==> src/rtl/conv_sched_pkg.sv <==
package conv_sched_pkg;
  typedef logic [1:0] rate_code_t;
endpackage

==> src/rtl/conv_interval_timer.sv <==
module conv_interval_timer #(
  parameter int BASE_TICKS = 64
) (
  input  logic                        clk,
  input  logic                        rst_n,
  input  logic                        sec_tick,
  input  conv_sched_pkg::rate_code_t  rate,
  output logic                        due
);
  localparam int MAX_IVL = BASE_TICKS * 8;
  localparam int CW      = $clog2(MAX_IVL + 1);

  logic [CW-1:0] cnt, nxt, limit;

  assign limit = CW'(BASE_TICKS) << rate;
  assign nxt   = cnt + 1'b1;
  // >= so that a shrunk interval fires on the next tick
  assign due   = sec_tick && (nxt >= limit);

  always_ff @(posedge clk) begin
    if (!rst_n)        cnt <= '0;
    else if (sec_tick) cnt <= due ? '0 : nxt;
  end

  p_cnt_range_r2: assert property (@(posedge clk) disable iff (!rst_n)
    cnt < CW'(MAX_IVL));
  p_wrap_r9: assert property (@(posedge clk) disable iff (!rst_n)
    due |=> cnt == '0);
endmodule

==> src/rtl/conv_status_hold.sv <==
module conv_status_hold #(
  parameter int HOLD_CYCLES = 2000
) (
  input  logic clk,
  input  logic rst_n,
  input  logic load,
  input  logic clear,
  output logic expired
);
  localparam int HW = $clog2(HOLD_CYCLES + 1);

  logic [HW-1:0] cnt;

  always_ff @(posedge clk) begin
    if (!rst_n)          cnt <= '0;
    else if (load)       cnt <= HW'(HOLD_CYCLES);
    else if (clear)      cnt <= '0;
    else if (cnt != '0)  cnt <= cnt - 1'b1;
  end

  assign expired = (cnt == '0);

  p_load_r8: assert property (@(posedge clk) disable iff (!rst_n)
    load |=> !expired);
endmodule

==> src/rtl/conv_scheduler.sv <==
module conv_scheduler #(
  parameter int BASE_TICKS  = 64,
  parameter int HOLD_CYCLES = 2000
) (
  input  logic       clk,
  input  logic       rst_n,
  input  logic       sec_tick,
  input  logic       rate_we,
  input  logic [1:0] rate_wdata,
  input  logic       conv_set,
  input  logic       conv_done,
  output logic       conv_start,
  output logic [1:0] rate_sel,
  output logic       conv_flag,
  output logic       busy_flag
);
  import conv_sched_pkg::*;

  rate_code_t rate_q;
  logic active, pending, due, hold_done;
  logic user_go, per_go, finish;

  always_ff @(posedge clk) begin
    if (!rst_n)       rate_q <= '0;
    else if (rate_we) rate_q <= rate_wdata;
  end

  conv_interval_timer #(.BASE_TICKS(BASE_TICKS)) u_timer (
    .clk(clk), .rst_n(rst_n), .sec_tick(sec_tick), .rate(rate_q), .due(due)
  );

  // software request wins an idle cycle; periodic work waits in pending
  assign user_go = !active && conv_set;
  assign per_go  = !active && !user_go && (due || pending);
  assign finish  = active && conv_done;

  conv_status_hold #(.HOLD_CYCLES(HOLD_CYCLES)) u_hold (
    .clk(clk), .rst_n(rst_n), .load(user_go), .clear(per_go || finish),
    .expired(hold_done)
  );

  always_ff @(posedge clk) begin
    if (!rst_n) begin
      conv_start <= 1'b0;
      active     <= 1'b0;
      pending    <= 1'b0;
      conv_flag  <= 1'b0;
    end else begin
      conv_start <= user_go || per_go;
      if (user_go || per_go) active <= 1'b1;
      else if (finish)       active <= 1'b0;
      if (user_go)     conv_flag <= 1'b1;
      else if (finish) conv_flag <= 1'b0;
      if (per_go)                      pending <= 1'b0;
      else if (due && (active || user_go)) pending <= 1'b1;
    end
  end

  assign busy_flag = active && hold_done;
  assign rate_sel  = rate_q;

  p_pulse_r3: assert property (@(posedge clk) disable iff (!rst_n)
    conv_start |=> !conv_start);
  p_accept_r4: assert property (@(posedge clk) disable iff (!rst_n)
    (!active && conv_set) |=> (conv_start && conv_flag));
  p_ignore_r5: assert property (@(posedge clk) disable iff (!rst_n)
    (active && conv_set) |=> !conv_start);
  p_done_r6: assert property (@(posedge clk) disable iff (!rst_n)
    finish |=> (!conv_flag && !busy_flag));
  p_hold_r8: assert property (@(posedge clk) disable iff (!rst_n)
    $rose(conv_flag) |-> !busy_flag);
  p_defer_r10: assert property (@(posedge clk) disable iff (!rst_n)
    (pending && !active) |=> conv_start);
endmodule

==> config.mk <==
export PLATFORM = sky130hd
export DESIGN_NAME = conv_scheduler
export DESIGN_NICKNAME = d
export VERILOG_FILES = /design/src/rtl/conv_sched_pkg.sv /design/src/rtl/conv_interval_timer.sv /design/src/rtl/conv_status_hold.sv /design/src/rtl/conv_scheduler.sv
export SDC_FILE = /design/constraint.sdc
export NUM_CORES = 1
export LEC_CHECK = 0
export CAP_MARGIN = 30
export CORE_ASPECT_RATIO = 1.5
export CORE_UTILIZATION = 51
export CTS_CLUSTER_SIZE = 14
export DETAILED_ROUTE_END_ITERATION = 7
export PLACE_DENSITY = 0.74
export SLEW_MARGIN = 0
export SYNTH_ARGS = -nofsm -noshare
export SYNTH_HDL_FRONTEND = slang
export SYNTH_SLANG_ARGS = --single-unit
==> constraint.sdc <==
create_clock -name clk -period 2.6 [get_ports clk]
set_clock_uncertainty 0.1 [all_clocks]
set_input_delay 0.65 -clock clk [delete_from_list [all_inputs] [get_ports clk]]
set_output_delay 0.65 -clock clk [all_outputs]
set_load 0.005 [all_outputs]
After elaboration in Yosys (flattened, before gate mapping)

Cells that the tools add are included.

Register bits: 27
Input bits: 8
Output and inout port bits: 5
Word-level logic and storage cells: 40

Bitwise operators: 1
$lt $le $gt $ge: 1
Shifts and indexed selects: 1
Reduce and logical (&&, ||, !) cells: 20
Multiplexer cells: 7
Add/sub/neg operators: 2

Operators by type and width:

| operator                                            | count |
|---|---|
| two-way mux 11 bit                                  | 3 |
| logical NOT 11 bit                                  | 1 |
| nonzero test 11 bit                                 | 1 |
| subtractor 11 x 1 -> 11 bit (second input constant) | 1 |
| adder 10 x 1 -> 10 bit (second input constant)      | 1 |
| >= comparator 10 bit                                | 1 |
| two-way mux 10 bit                                  | 1 |
| left shift 7 x 2 -> 10 bit (first input constant)   | 1 |
| logical AND 1 bit                                   | 7 |
| logical OR 1 bit                                    | 4 |
| nonzero test 2 bit                                  | 2 |
| two-way mux 1 bit                                   | 3 |
| nonzero test 3 bit                                  | 1 |
| OR reduction 3 bit                                  | 1 |
| logical NOT 1 bit                                   | 2 |
| OR reduction 2 bit                                  | 1 |
| NOT 1 bit                                           | 1 |

Longest topological paths before layout

Depth after elaboration: 8
Gate-level depth with buffers: 9
Gate-level depth less buffers: 9

Cells and area by module

From an unflattened synthesis, not the netlist that was laid out.

Cell total of the unflattened synthesis: 172
Area, all modules: 1510.2 um2

Modules (own cells, without submodules):

| module              | cells an instance | instances | sequential area each (um2) | area an instance (um2) |
|---|---|---|---|---|
| conv_interval_timer | 83                | 1         | 200.2                      | 698.2 |
| conv_status_hold    | 64                | 1         | 220.2                      | 574.3 |
| conv_scheduler      | 25                | 1         | 120.1                      | 237.7 |

Worst setup path after synthesis

No wires, ideal clock.

Kind: register -> register
From: register u_timer.cnt[0]
To: register u_hold.cnt[1]
Clock period less this slack: 2.674 ns
Required time: 2.405 ns
Arrival time: 2.479 ns
Stages on the path, launching flop included: 10
Setup slack: -0.074 ns
Cell sequence: dfxtp_1 ha_1 nand3_1 or3_1 nand2_1 ha_1 a31oi_1 o22ai_1 a2111o_1 a221oi_1

Longest elaborated chain between the ends: 7

RTL lines:

| what                         | RTL line                  | RTL |
|---|---|---|
| start: declaration           | conv_interval_timer.sv:13 | `logic [CW-1:0] cnt, nxt, limit;` |
| start signal: assignment     | conv_interval_timer.sv:22 | `else if (sec_tick) cnt <= due ? '0 : nxt;` |
| adder 10 x 1 -> 10 bit       | conv_interval_timer.sv:16 | `assign nxt = cnt + 1'b1;` |
| >= comparator 10 bit         | conv_interval_timer.sv:18 | `assign due = sec_tick && (nxt >= limit);` |
| logical AND 1 bit            | conv_interval_timer.sv:18 |  |
| logical OR 1 bit             | conv_scheduler.sv:34      | `assign per_go = !active && !user_go && (due \|\| pending);` |
| logical AND 1 bit            | conv_scheduler.sv:34      |  |
| logical OR 1 bit             | conv_scheduler.sv:38      | `.clk(clk), .rst_n(rst_n), .load(user_go), .clear(per_go \|\| finish),` |
| OR reduction 3 bit (no line) | --                        |  |
| end signal: assignment       | conv_status_hold.sv:16    | `else if (load) cnt <= HW'(HOLD_CYCLES);` |
| end signal: assignment       | conv_status_hold.sv:18    | `else if (cnt != '0) cnt <= cnt - 1'b1;` |
| end: declaration             | conv_status_hold.sv:12    | `logic [HW-1:0] cnt;` |

Every way passes these cells.
A chain may end at the register's enable or synchronous reset.

Worst setup path after layout

From: register u_hold.cnt[3]
To: output port busy_flag

Longest elaborated chain between the ends: 2

RTL lines:

| what               | RTL line               | RTL |
|---|---|---|
| logical NOT 11 bit | conv_status_hold.sv:21 | `assign expired = (cnt == '0);` |
| logical AND 1 bit  | conv_scheduler.sv:59   | `assign busy_flag = active && hold_done;` |
| end: declaration   | conv_scheduler.sv:15   | `output logic busy_flag` |

Every way passes these cells.

==> results.md <==
- Status: finished clean
- Largest net degree at the start of global routing: 16
- Clock sinks: 27
- Initial Utilization: between 50 and 60%
- P&R area growth vs syn: 32.5%
- Io pins: 13
- Die width: roughly 47 µm
- Vias per cell: around 6.1
- Total Die Area: about 3300 µm²
- Core area: around 3000 µm²
- First-pass GRT wire length: about 6300 µm
- PnR worst setup slack: around 0.0090 ns
- Prevailing post-synth register cell: dfxtp_1
- DR WL/cell: about 17 µm
- Post-Syn Area per Cell: ~9.0 µm²
- CP max FO: 6
- Clk pin slew, worst setup/hold paths: about 0.1 ns
- CP Capture Type: output port
- GRT Overall Usage: between 20% and 30%
- Max Fclk: 386 MHz
- Yosys Warn Count: 0
- Cell with the most instances after synthesis: dfxtp_1
- Synth unique cells: 51
- Synth top cells by count: 27 x dfxtp_1, 9 x nand2_1, 9 x nor3_1
- Seq/Total Area, Yosys: between 30% and 40%
- Final-stage net count: between 200 and 250
- GRT overflow: 0
- Initial antenna violation count: 0
- Ys async rst share: 0%
- Top-area cell type share of the netlist area: roughly a third
- Synth area leaders: dfxtp_1 35%, ha_1 5.6%, nor3_1 2.9%
- Final hold slack: about 0.40 ns
- Post-Syn Area: ~1600 µm²
- Longest Clk Path Bufs: 2
- Design area: a little over 2000 µm²
- P per Cell Area: 640 nW/µm²
- Antenna diode count: 0
- Pre-CTS WS: -0.0432 ns
- Crit-path slowest cell: clkdlybuf4s50_1
- Layout cells sized above 1: about a third
- Antenna-violating nets left: 0
- Type of origin of the critical path: flip-flop
- Post-layout util: a little over two thirds
- Critical Path, Cell by Cell: nor4_2 > and4_1 > and2_1 > clkdlybuf4s50_1
- Hold Vio Cnt, Final: 0
- First-iteration detailed-routing DRC count: about 50
- Vias in the first global route: roughly 1,500
- Drc violations: 0
- Worst hold path type: flip-flop to flip-flop
- DR vias: 1,503
- GPL Wtd Cong: a little over 0.8
- DP Area: approximately 1800 µm²
- Worst Tran Pin Value: between 0.4 and 0.5 ns
- Final period utilization: roughly 100%
- Endpoints failing setup: 0
- Synth Instances: ~170
- Worst rel slew slack: approximately 69%
- Post-CTS Hold Buffers: 0
- Die Y: 69.6 µm
- Minimum clock period: 2.59 ns
- CTS tree: yes
- Leak pwr: approximately 0.8 nW
- FILL cells: 250
- Unrepaired setup endpoints after global routing: yes
- Post-Syn Nets: approximately 190
- Final slew viol count: 0
- Htree depth: 1
- Post-synth EDFFs: 0
- Arrival time worst endpoint: 1.84 ns
- Max incr delay on CP: ~0.49 ns
- IO buf count: 12
- Yosys reg bits: 27
- Worst Setup Path Type: flip-flop to output port
- Area leader, netlist: dfxtp_1
- Root Driver: clkbuf_8
- Cts bufs inserted: 3
- Drt total wl: between 4000 and 5000 µm
- Clock latency on the worst-skew pair: roughly 0.28 ns
- WP data required: around 1.9 ns
- Std cell rows: 24
- Max-Cap Viols: 0
- DRT Pass-1 Iters: 4
- Max VDD drop: between 0.0005 and 0.0006 V
- DPL Wire Length: roughly 2800 µm
[registers in the layout, indices dropped and copies added (netlist names)]
register,flops
active,1
conv_flag,1
conv_start,1
pending,1
rate_sel,2
u_hold.cnt,11
u_timer.cnt,10
[cell type report]
class | count | area [µm²] | share of cell area, %
inverters | 7 | 26.3 | 1.28
well taps | 39 | 48.8 | 2.37
flip-flops and latches | 27 | 552 | 26.8
repair buffers | 34 | 285 | 13.9
multi-input cells | 136 | 1100 | 53.5
clock buffers | 3 | 41.3 | 2.00
clock inverters | 1 | 5.00 | 0.243
[cell families (layout without fill, tap and decap cells)]
| family | after synthesis | count (layout) | share of synthesized area, % |
|---|---|---|---|
| muxes | 3 | 3 | 1.93 |
| adders and majority gates | 7 | 7 | 5.64 |
| xor gates and xnor gates | 10 | 10 | 6.12 |
| and+or+nand+nor | 73 | 73 | 28.3 |
| AOI/OAI and AO/OA | 43 | 43 | 20.8 |
| DFF | 27 | 27 | 34.8 |
| buffers and inverters | 10 | 45 | 2.42 |
[worst max-delay path, delay by kind of cell, from the launching register on]
| kind | cells | cell delay [ns] |
|---|---|---|
| AND/OR/NAND/NOR | 3 | 0.70 |
| flip-flops | 1 | 0.36 |
| buffers and inverters | 1 | 0.49 |
[metrics by stage]
step | power (mW) | instances | setup TNS, ns
2_1_floorplan | 0.886 | 173 | 0
3_3_place_gp | 1.02 | 236 | 0
4_1_cts | 1.29 | 242 | -0.000915
5_1_grt | 1.39 | 247 | -0.538
6_report | 1.32 | 247 | 0
3_5_place_dp | 1.03 | 236 | -0.0432
[placed cells by master, fill, tap and decap left out, drive strengths merged, types with 5 or more instances in the layout]
cell type,count
xnor2,5
or4,5
inv,7
clkdlybuf4s50,12
a31o,5
dfxtp,27
buf,22
ha,7
nor2,7
o31a,5
nor2b,7
a21oi,8
nand2,9
nor3,9
xor2,5
o21ai,5
nand3,6
nand2b,5
[worst paths after layout]
path	start	to	slack, ns	cells after the start
setup / recovery	u_hold.cnt[3]$_SDFFE_PP0N_	busy_flag	0.009	4
hold reg to reg	conv_flag$_SDFFE_PN0P_	conv_flag$_SDFFE_PN0P_	0.40	2
setup reg to reg	u_timer.cnt[1]$_SDFFE_PN0P_	u_hold.cnt[1]$_SDFFE_PP0N_	0.02	9
hold / removal	conv_flag$_SDFFE_PN0P_	conv_flag$_SDFFE_PN0P_	0.40	2
[power by group]
| group | internal [mW] | switching [mW] | total, mW | leakage [nW] |
|---|---|---|---|---|
| clock | 0.108 | 0.137 | 0.244 | 0.0255 |
| sequential | 0.474 | 0.0649 | 0.539 | 0.225 |
| combinational | 0.285 | 0.249 | 0.534 | 0.564 |
[metal layers]
layer / routed length, µm / track usage, % / vias to the layer above
li1: - / - / 722
met1: 1550 / 28.2 / 737
met5: 0 / 0 / -
met3: 82 / 2.60 / 16
met2: 2360 / 45.8 / 28
met4: 95 / 11.4 / 0
[timing repair]
action	CTS	global route
resized for setup	13	16
endpoints found under the setup margin	3	16
pin swaps	11	12
gates cloned	0	0
setup buffers	2	5
(Power assumes the default switching activity.)
